==> src/rtl/rti_pkg.sv <==
package rti_pkg;

  localparam int DATA_W   = 8;
  localparam int CODE_W   = 3;
  localparam int CNT_W    = 10;

  localparam int FLAG_BIT = 7;
  localparam int ACK_BIT  = 6;
  localparam int SEL_BIT  = 5;
  localparam int IE_BIT   = 4;
  localparam int CODE_LSB = 0;

  localparam logic [1:0] MODE_RUN   = 2'd0;
  localparam logic [1:0] MODE_LIGHT = 2'd1;

  typedef struct packed {
    logic              clk_sel;
    logic              irq_en;
    logic [CODE_W-1:0] code;
  } rti_cfg_t;

  // Number of ticks per period for a given code; 0 means the timer is off.
  function automatic int period_ticks(logic [CODE_W-1:0] code);
    int n;
    if (code == '0)        n = 0;
    else if (code == 3'd1) n = 8;
    else                   n = 1 << (int'(code) + 3);
    return n;
  endfunction

endpackage

==> src/rtl/rti_tick_sel.sv <==
module rti_tick_sel (
  input  logic       tick_int,
  input  logic       tick_ext,
  input  logic       clk_sel,
  input  logic [1:0] pwr_mode,
  input  logic       osc_stop_en,
  output logic       tick
);
  import rti_pkg::*;

  logic ext_allowed;

  always_comb begin
    ext_allowed = (pwr_mode == MODE_RUN) ||
                  ((pwr_mode == MODE_LIGHT) && osc_stop_en);
    if (clk_sel) tick = tick_ext && ext_allowed;
    else         tick = tick_int;
  end

endmodule

==> src/rtl/rti_counter.sv <==
module rti_counter #(
  parameter int CNT_W  = rti_pkg::CNT_W,
  parameter int CODE_W = rti_pkg::CODE_W
) (
  input  logic              clk,
  input  logic              rst_n,
  input  logic              tick,
  input  logic              restart,
  input  logic [CODE_W-1:0] code,
  output logic              elapse
);
  import rti_pkg::*;

  logic [CNT_W-1:0] cnt_q, cnt_d, term;
  logic             cnt_en;

  always_comb begin
    term   = CNT_W'(period_ticks(code) - 1);
    cnt_d  = cnt_q;
    cnt_en = 1'b0;
    elapse = 1'b0;
    if (restart || code == '0) begin
      cnt_en = (cnt_q != '0);
      cnt_d  = '0;
    end else if (tick) begin
      cnt_en = 1'b1;
      if (cnt_q >= term) begin
        cnt_d  = '0;
        elapse = 1'b1;
      end else begin
        cnt_d  = cnt_q + 1'b1;
      end
    end
  end

  always_ff @(posedge clk or negedge rst_n) begin
    if (!rst_n)      cnt_q <= '0;
    else if (cnt_en) cnt_q <= cnt_d;
  end

  // the count never passes the terminal value of the current code
  a_r2_count_in_range: assert property (@(posedge clk) disable iff (!rst_n)
    (code != '0) |-> (cnt_q <= term));

  // a disabled timer holds its count at zero
  a_r3_off_holds_zero: assert property (@(posedge clk) disable iff (!rst_n)
    (code == '0) |-> (cnt_q == '0));

  // a reconfiguration restarts the count
  a_r10_restart_zero: assert property (@(posedge clk) disable iff (!rst_n)
    restart |=> (cnt_q == '0));

endmodule

==> src/rtl/rti_ctrl_reg.sv <==
module rti_ctrl_reg #(
  parameter int DATA_W = rti_pkg::DATA_W
) (
  input  logic              clk,
  input  logic              rst_n,
  input  logic              wr_en,
  input  logic [DATA_W-1:0] wr_data,
  input  logic              elapse,
  output rti_pkg::rti_cfg_t cfg,
  output logic              flag,
  output logic              restart,
  output logic [DATA_W-1:0] rd_data
);
  import rti_pkg::*;

  rti_cfg_t cfg_q, cfg_d, wr_cfg;
  logic     flag_q, flag_d, ack;
  logic     unused_wr_bits;

  assign unused_wr_bits = ^{wr_data[FLAG_BIT], wr_data[3], wr_data[DATA_W-1:FLAG_BIT]};

  always_comb begin
    wr_cfg.clk_sel = wr_data[SEL_BIT];
    wr_cfg.irq_en  = wr_data[IE_BIT];
    wr_cfg.code    = wr_data[CODE_LSB +: CODE_W];
    ack     = wr_en && wr_data[ACK_BIT];
    restart = wr_en && ((wr_cfg.clk_sel != cfg_q.clk_sel) ||
                        (wr_cfg.code    != cfg_q.code));
    cfg_d   = wr_en ? wr_cfg : cfg_q;
    flag_d  = elapse || (flag_q && !ack);
  end

  always_ff @(posedge clk or negedge rst_n) begin
    if (!rst_n) begin
      cfg_q  <= '0;
      flag_q <= 1'b0;
    end else begin
      if (wr_en) cfg_q <= cfg_d;
      flag_q <= flag_d;
    end
  end

  always_comb begin
    rd_data           = '0;
    rd_data[FLAG_BIT] = flag_q;
    rd_data[SEL_BIT]  = cfg_q.clk_sel;
    rd_data[IE_BIT]   = cfg_q.irq_en;
    rd_data[CODE_LSB +: CODE_W] = cfg_q.code;
  end

  assign cfg  = cfg_q;
  assign flag = flag_q;

  // an elapse always leaves the flag set, even under acknowledge
  a_r11_elapse_wins: assert property (@(posedge clk) disable iff (!rst_n)
    elapse |=> flag_q);

  // an acknowledge without a coincident elapse clears the flag
  a_r6_ack_clears: assert property (@(posedge clk) disable iff (!rst_n)
    (ack && !elapse) |=> !flag_q);

  // the flag only drops through an acknowledge
  a_r5_flag_sticky: assert property (@(posedge clk) disable iff (!rst_n)
    (flag_q && !ack) |=> flag_q);

endmodule

==> src/rtl/rti_timer.sv <==
module rti_timer #(
  parameter int DATA_W = rti_pkg::DATA_W,
  parameter int CNT_W  = rti_pkg::CNT_W
) (
  input  logic              clk,
  input  logic              rst_n,
  input  logic              wr_en,
  input  logic [DATA_W-1:0] wr_data,
  output logic [DATA_W-1:0] rd_data,
  input  logic              tick_int,
  input  logic              tick_ext,
  input  logic [1:0]        pwr_mode,
  input  logic              osc_stop_en,
  output logic              irq
);
  import rti_pkg::*;

  logic [1:0] rst_pipe;
  logic       rst_n_s;
  rti_cfg_t   cfg;
  logic       flag, restart, elapse, tick_sel;

  always_ff @(posedge clk or negedge rst_n) begin
    if (!rst_n) rst_pipe <= '0;
    else        rst_pipe <= {rst_pipe[0], 1'b1};
  end
  assign rst_n_s = rst_pipe[1];

  rti_ctrl_reg #(.DATA_W(DATA_W)) u_ctrl (
    .clk     (clk),
    .rst_n   (rst_n_s),
    .wr_en   (wr_en),
    .wr_data (wr_data),
    .elapse  (elapse),
    .cfg     (cfg),
    .flag    (flag),
    .restart (restart),
    .rd_data (rd_data)
  );

  rti_tick_sel u_sel (
    .tick_int    (tick_int),
    .tick_ext    (tick_ext),
    .clk_sel     (cfg.clk_sel),
    .pwr_mode    (pwr_mode),
    .osc_stop_en (osc_stop_en),
    .tick        (tick_sel)
  );

  rti_counter #(.CNT_W(CNT_W), .CODE_W(CODE_W)) u_cnt (
    .clk     (clk),
    .rst_n   (rst_n_s),
    .tick    (tick_sel),
    .restart (restart),
    .code    (cfg.code),
    .elapse  (elapse)
  );

  assign irq = flag && cfg.irq_en;

  // in deep stop the external source never advances the count
  a_r8_deep_ext_blocked: assert property (@(posedge clk) disable iff (!rst_n_s)
    (pwr_mode[1] && cfg.clk_sel) |-> !tick_sel);

  // with the external source chosen, internal ticks are not counted
  a_r4_unselected_ignored: assert property (@(posedge clk) disable iff (!rst_n_s)
    (cfg.clk_sel && !tick_ext) |-> !tick_sel);

endmodule

==> config.mk <==
export PLATFORM = sky130hd
export DESIGN_NAME = rti_timer
export DESIGN_NICKNAME = d
export VERILOG_FILES = /design/src/rtl/rti_pkg.sv /design/src/rtl/rti_tick_sel.sv /design/src/rtl/rti_counter.sv /design/src/rtl/rti_ctrl_reg.sv /design/src/rtl/rti_timer.sv
export SDC_FILE = /design/constraint.sdc
export NUM_CORES = 1
export LEC_CHECK = 0
export ABC_AREA = 1
export BUFFER_PORTS_ARGS = -buffer_cell sky130_fd_sc_hd__buf_4
export CORE_ASPECT_RATIO = 0.8
export CORE_MARGIN = 2
export CORE_UTILIZATION = 50
export CTS_CLUSTER_SIZE = 30
export DETAILED_ROUTE_END_ITERATION = 8
export PLACE_DENSITY_LB_ADDON = 0.3
export SLEW_MARGIN = 20
export SYNTH_ARGS = -nofsm -noshare
export SYNTH_HDL_FRONTEND = slang
export SYNTH_SLANG_ARGS = --single-unit
==> constraint.sdc <==
create_clock -name clk -period 1 [get_ports clk]
set_clock_uncertainty 0.1 [all_clocks]
set_input_delay 0.15 -clock clk [delete_from_list [all_inputs] [get_ports clk]]
set_output_delay 0.15 -clock clk [all_outputs]
set_load 0.01 [all_outputs]
Word level (Yosys, flattened, before mapping)

Index checks and enable logic that the tools add are counted.

Latch bits: 0
Bits in registers: 18
Memories kept: 0
Bits in read-only memories: 0
RAM bits: 0
Logic and storage cells: 42

Equal/unequal tests: 4
Multiply operators: 0
Add/subtract/negate cells: 3
Bitwise logic cells: 0
Reductions and logical operators: 16
Magnitude comparators: 1
Muxes and demuxes: 11
Div/mod/pow operators: 0
Shifts and indexed selects: 1

Operators by type and width:

| kind                                                                 | number |
|---|---|
| 10-bit 2-to-1 mux                                                    | 5 |
| 10-bit by 1-bit adder with 10-bit output, second input constant      | 1 |
| 10-bit greater-or-equal comparator                                   | 1 |
| 10-bit nonzero test                                                  | 1 |
| 1-bit by 4-bit left shift with 10-bit output, first input constant   | 1 |
| 10-bit by 2-bit subtractor with 10-bit output, second input constant | 1 |
| 1-bit logical AND                                                    | 6 |
| 1-bit 2-to-1 mux                                                     | 6 |
| 3-bit by 2-bit adder with 4-bit output, second input constant        | 1 |
| 1-bit logical OR                                                     | 4 |
| 3-bit by 1-bit == test with 1-bit output, second input constant      | 1 |
| 3-bit logical NOT                                                    | 1 |
| 3-bit inequality test                                                | 1 |
| 2-bit by 1-bit == test with 1-bit output, second input constant      | 1 |
| 2-bit logical NOT                                                    | 1 |
| 2-bit AND reduction                                                  | 1 |
| 2-bit nonzero test                                                   | 1 |
| 1-bit logical NOT                                                    | 1 |
| 1-bit inequality test                                                | 1 |

Depth between registers and ports, before layout

Word-level depth: 10
Gate-level depth with buffers: 14

Cells and area by module

Synthesis repeated with hierarchy kept, for this count alone.

Cells, all modules: 212
Area, all modules: 1452.6 µm²

By module, submodules not included:

| module       | cells an instance | sequential area each (µm²) | area each (µm²) | instances |
|---|---|---|---|---|
| rti_counter  | 146               | 250.2                      | 987.2           | 1 |
| rti_ctrl_reg | 53                | 150.1                      | 374.1           | 1 |
| rti_timer    | 5                 | 50.0                       | 61.3            | 1 |
| rti_tick_sel | 8                 | 0.0                        | 30.0            | 1 |

Worst setup path after synthesis

No wires, ideal clock.

Path kind: flip-flop to flip-flop
Start point: reg u_ctrl.cfg_q, in the netlist u_ctrl.cfg[0]
End point: reg u_cnt.cnt_q[2]
Period minus slack after synthesis: 2053 ps
Arrival time: 1888 ps
Cell stages (with the launch flop): 14
Buffers on the path: 0
Setup time: 65 ps
Slack: -1053 ps
Path through: dfrtp_1 -> inv_2 -> nor3_1 -> or2_2 -> ha_1 -> nand2_1 -> inv_1 -> nand2_1 -> nand2_1 -> a21oi_1 -> nand3_1 -> nor2_1 -> nand2_1 -> nand2_1

Longest elaborated chain between the ends: 9

Ends and longest elaborated chain:

| element                                       | line               | text |
|---|---|---|
| from (decl)                                   | rti_ctrl_reg.sv:16 | `rti_cfg_t cfg_q, cfg_d, wr_cfg;` |
| from (signal assigned)                        | rti_ctrl_reg.sv:38 | `if (wr_en) cfg_q <= cfg_d;` |
| 3-bit by 2-bit adder with 4-bit output        | rti_pkg.sv:27      | `else n = 1 << (int'(code) + 3);` |
| 1-bit by 4-bit left shift with 10-bit output  | rti_pkg.sv:27      |  |
| 10-bit 2-to-1 mux                             | rti_pkg.sv:26      | `else if (code == 3'd1) n = 8;` |
| 10-bit 2-to-1 mux                             | rti_pkg.sv:25      | `if (code == '0) n = 0;` |
| 10-bit by 2-bit subtractor with 10-bit output | rti_counter.sv:18  | `term = CNT_W'(period_ticks(code) - 1);` |
| 10-bit greater-or-equal comparator            | rti_counter.sv:27  | `if (cnt_q >= term) begin` |
| 10-bit 2-to-1 mux                             | rti_counter.sv:27  |  |
| 10-bit 2-to-1 mux                             | rti_counter.sv:25  | `end else if (tick) begin` |
| 10-bit 2-to-1 mux                             | rti_counter.sv:22  | `if (restart \|\| code == '0) begin` |
| to (signal assigned)                          | rti_counter.sv:38  | `else if (cnt_en) cnt_q <= cnt_d;` |
| to (decl)                                     | rti_counter.sv:14  | `logic [CNT_W-1:0] cnt_q, cnt_d, term;` |

Parallel ways exist; a longest one is shown, timed or not. The select of a mux whose other input is x is not followed.
A chain may end at the register's enable or synchronous reset.

Worst setup path after layout

Start point: reg u_ctrl.cfg_q, in the netlist u_ctrl.cfg[0]
End point: reg u_cnt.cnt_q[9]

The elaborated chain is that of the path after synthesis.

==> flow_summary.ini <==
[power_and_ir_drop]
ir_drop_mv = 1.03
p_int_uw = 1490
p_seq_frac = 0.370
p_sw_frac = 0.335
power.leakage_uw = 0.00121
switchingPower_uw = 751
p_per_area_mw_per_mm2 = 1060
p_clk_frac = 0.232
power_frac_comb = 0.398

[cts]
clk_latency_ns = 0.26
path_clk_slew_ns = 0.07
cts_tree = done
cts_num_sinks = 18
htree_num_levels = 1
cts_buffer_depth = 2
cts_inserted_buffers = 3
cts_root_buf = clkbuf_8

[global_routing]
busiest_layer = met2
grt_pass1_wl_mm = 6.19
grt_use_total = 0.235
grt_pass1_vias = 1430
antenna_found_initial = 0
grt_max_degree = 14
gr-usage-met2 = 0.412
grt-ovfl-total = 0
met3_usage = 0.0383
use_met1 = 0.316

[placed_design]
dpl.cell_count = 308
port-buffer-count = 20
dp_hpwl_mm = 2.76
place.gp.congestion = 0.823
post-place-ws_ns = -1.08

[finish]
seqCellArea_um2 = 454
fillCellCount = 202
mostFrequentLayoutCells = 74 x nand2_1, 47 x buf_4, 26 x inv_1, 22 x nand3_1, 17 x nor2_1
diodes = 0
final_core_util = 0.755
syn2layout_area_growth_pct = 41.8
multi_input_comb_area_um2 = 955
final_cells = 323
layout_commonest_cell = nand2_1
nets = 315
drive_above_1_share = 0.302

[sta]
hold_ws_ns = -0.0111
fin_setup_tns_ns = -13.94
rsz0062_at_grt = yes
max_freq_ghz = 0.463
drv_slew = 0
finalCritPeriodShare = 2.16
finalSetupViolCount = 20
hold_violations = 3
setup_ws_ns = -1.16
fin_crit_ns = 2.16

[detailed_routing]
drc = 0
routedWlPerCell_um = 11.2
drtPass1Iterations = 4
vias = 1543
ant_nets = 0
detail_route.iter0.violations = 66
avgViaCountPerCell = 4.78
wirelength_mm = 3.63

[logic_synthesis]
yosysSeqAreaShare = 0.301
ys_warn_count = 0
avgSynthCellArea_um2 = 6.65
synth_area_mm2 = 0.00150
synth_edf_count = 0
async_flop_share = 1.00
netlist-cell-type-count = 25
ys_ff_latch = 18
synth_flop_cell = dfrtp_1
netlist_instances = 225

[die]
die_h_um = 52.9
rows = 17
start_util = 0.533
io_pins = 25
dieArea_mm2 = 0.00345
die_w_um = 65.1
coreArea_mm2 = 0.00281

[worst_setup_path]
crit_fanout = 4
cp.depth = 13
critPathRequiredTime_ns = 1.09
crit_type = reg2reg
worstPathCellList = nor2_2 > nor2_1 > nor2_1 > a21oi_1 > ha_1 > nand2_2 > inv_2 > nand2_2 > nand2_2 > nand3b_1 > nor2_2 > nand3_1 > nand2_1
r2r_setup_slack_ns = -1.16
crit_path_end_kind = flip-flop
rr_worst_depth = 13
crit_top_cell = nand2_2
r2r_end = u_cnt.cnt_q[9]
cpPeakStageDelay_ns = 0.44
cp_slowest_cell = dfrtp_2
critPathLaunchType = flip-flop
critPathArrivalTime_ns = 2.25
path_buf_inv = 1
crit_family = simple AND/OR/NAND/NOR gates
reg2reg_from = u_ctrl.cfg[0]

[min_path]
hold_class = reg2async

[outcome]
status = finished, violations left
violations = hold timing, setup timing

[flow_run]
maxCapViolCount = 0
## Yosys cell counts (2+ instances only)
library cell | count | area, µm²
nand2_1 | 77 | 289
inv_1 | 29 | 109
nand3_1 | 24 | 120
nor2_1 | 19 | 71.3
dfrtp_1 | 18 | 450
ha_1 | 13 | 163
o21ai_0 | 6 | 30.0
a21oi_1 | 5 | 25.0
nand3b_1 | 5 | 37.5
xor2_1 | 5 | 43.8
buf_4 | 4 | 30.0
buf_2 | 2 | 10.0
conb_1 | 2 | 7.51
nand2_2 | 2 | 12.5
nor2_2 | 2 | 12.5
nor3_1 | 2 | 10.0
nor4_1 | 2 | 12.5
## power by group through the flow
stage	registers, µW	clock network (µW)	logic, µW
2_1_floorplan	857	0	453
3_3_place_gp	839	0	756
3_5_place_dp	842	0	772
4_1_cts	827	541	830
5_1_grt	834	567	997
6_report	829	521	893
## registers in the layout, summed over array words and instances, names as in the netlist
signal / cells
u_ctrl.flag: 1
u_cnt.cnt_q: 10
u_ctrl.cfg: 5
rst_pipe: 2
## cells by family (layout without fill, tap and decap cells)
kind of cell,count (synthesis),after routing,share of synthesized area
other,2,6,0.00502
flip-flops,18,18,0.301
multiplexers,1,1,0.00753
XOR/XNOR,5,5,0.0293
AND/OR/NAND/NOR,135,135,0.390
AO/OA/AOI/OAI,13,13,0.0460
adder cells (fa/ha/maj),13,13,0.109
buffers and inverters,38,94,0.112
## repair_timing
| action | 4_1_cts | 5_1_grt |
|---|---|---|
| pin swaps | 3 | 4 |
| resized for setup | 9 | 15 |
| hold buffers | 1 | 0 |
| endpoints found under the hold margin | 5 | 0 |
| buffers inserted | 7 | 4 |
| setup endpoints to repair | 19 | 20 |
## final cells by class
class	instances	share of cell area
repair buffers	60	0.239
inverters	30	0.0531
clock buffers	4	0.0212
flip-flops and latches	18	0.214
multi-input cells	173	0.450
well taps	38	0.0224
## how the worst max path moves through the flow
stage | endpoint | from | slack, ns
6_report | u_cnt.cnt_q[9] | u_ctrl.cfg[0] | -1.16
3_5_place_dp | u_cnt.cnt_q[0] | u_ctrl.cfg[0] | -1.08
2_1_floorplan | u_cnt.cnt_q[2] | u_ctrl.cfg[0] | -0.93
3_3_place_gp | u_cnt.cnt_q[2] | u_ctrl.cfg[0] | -1.02
4_1_cts | u_cnt.cnt_q[2] | u_ctrl.cfg[0] | -1.06
5_1_grt | u_cnt.cnt_q[6] | u_ctrl.cfg[0] | -1.32
## through the flow
stage	instance area (µm²)	power [µW]
floorplan	1550	1310
global placement	1920	1600
detailed placement	1920	1610
CTS	2050	2200
global route	2120	2400
finish	2120	2240
## layer usage
layer,routed length [µm],share of wire,up-vias
li1,-,-,816
met1,1750,0.48,697
met2,1690,0.47,27
met3,176,0.048,3
met4,17,0.0047,0
met5,0,0,-
Note: power is estimated with default switching activity, not from simulation.
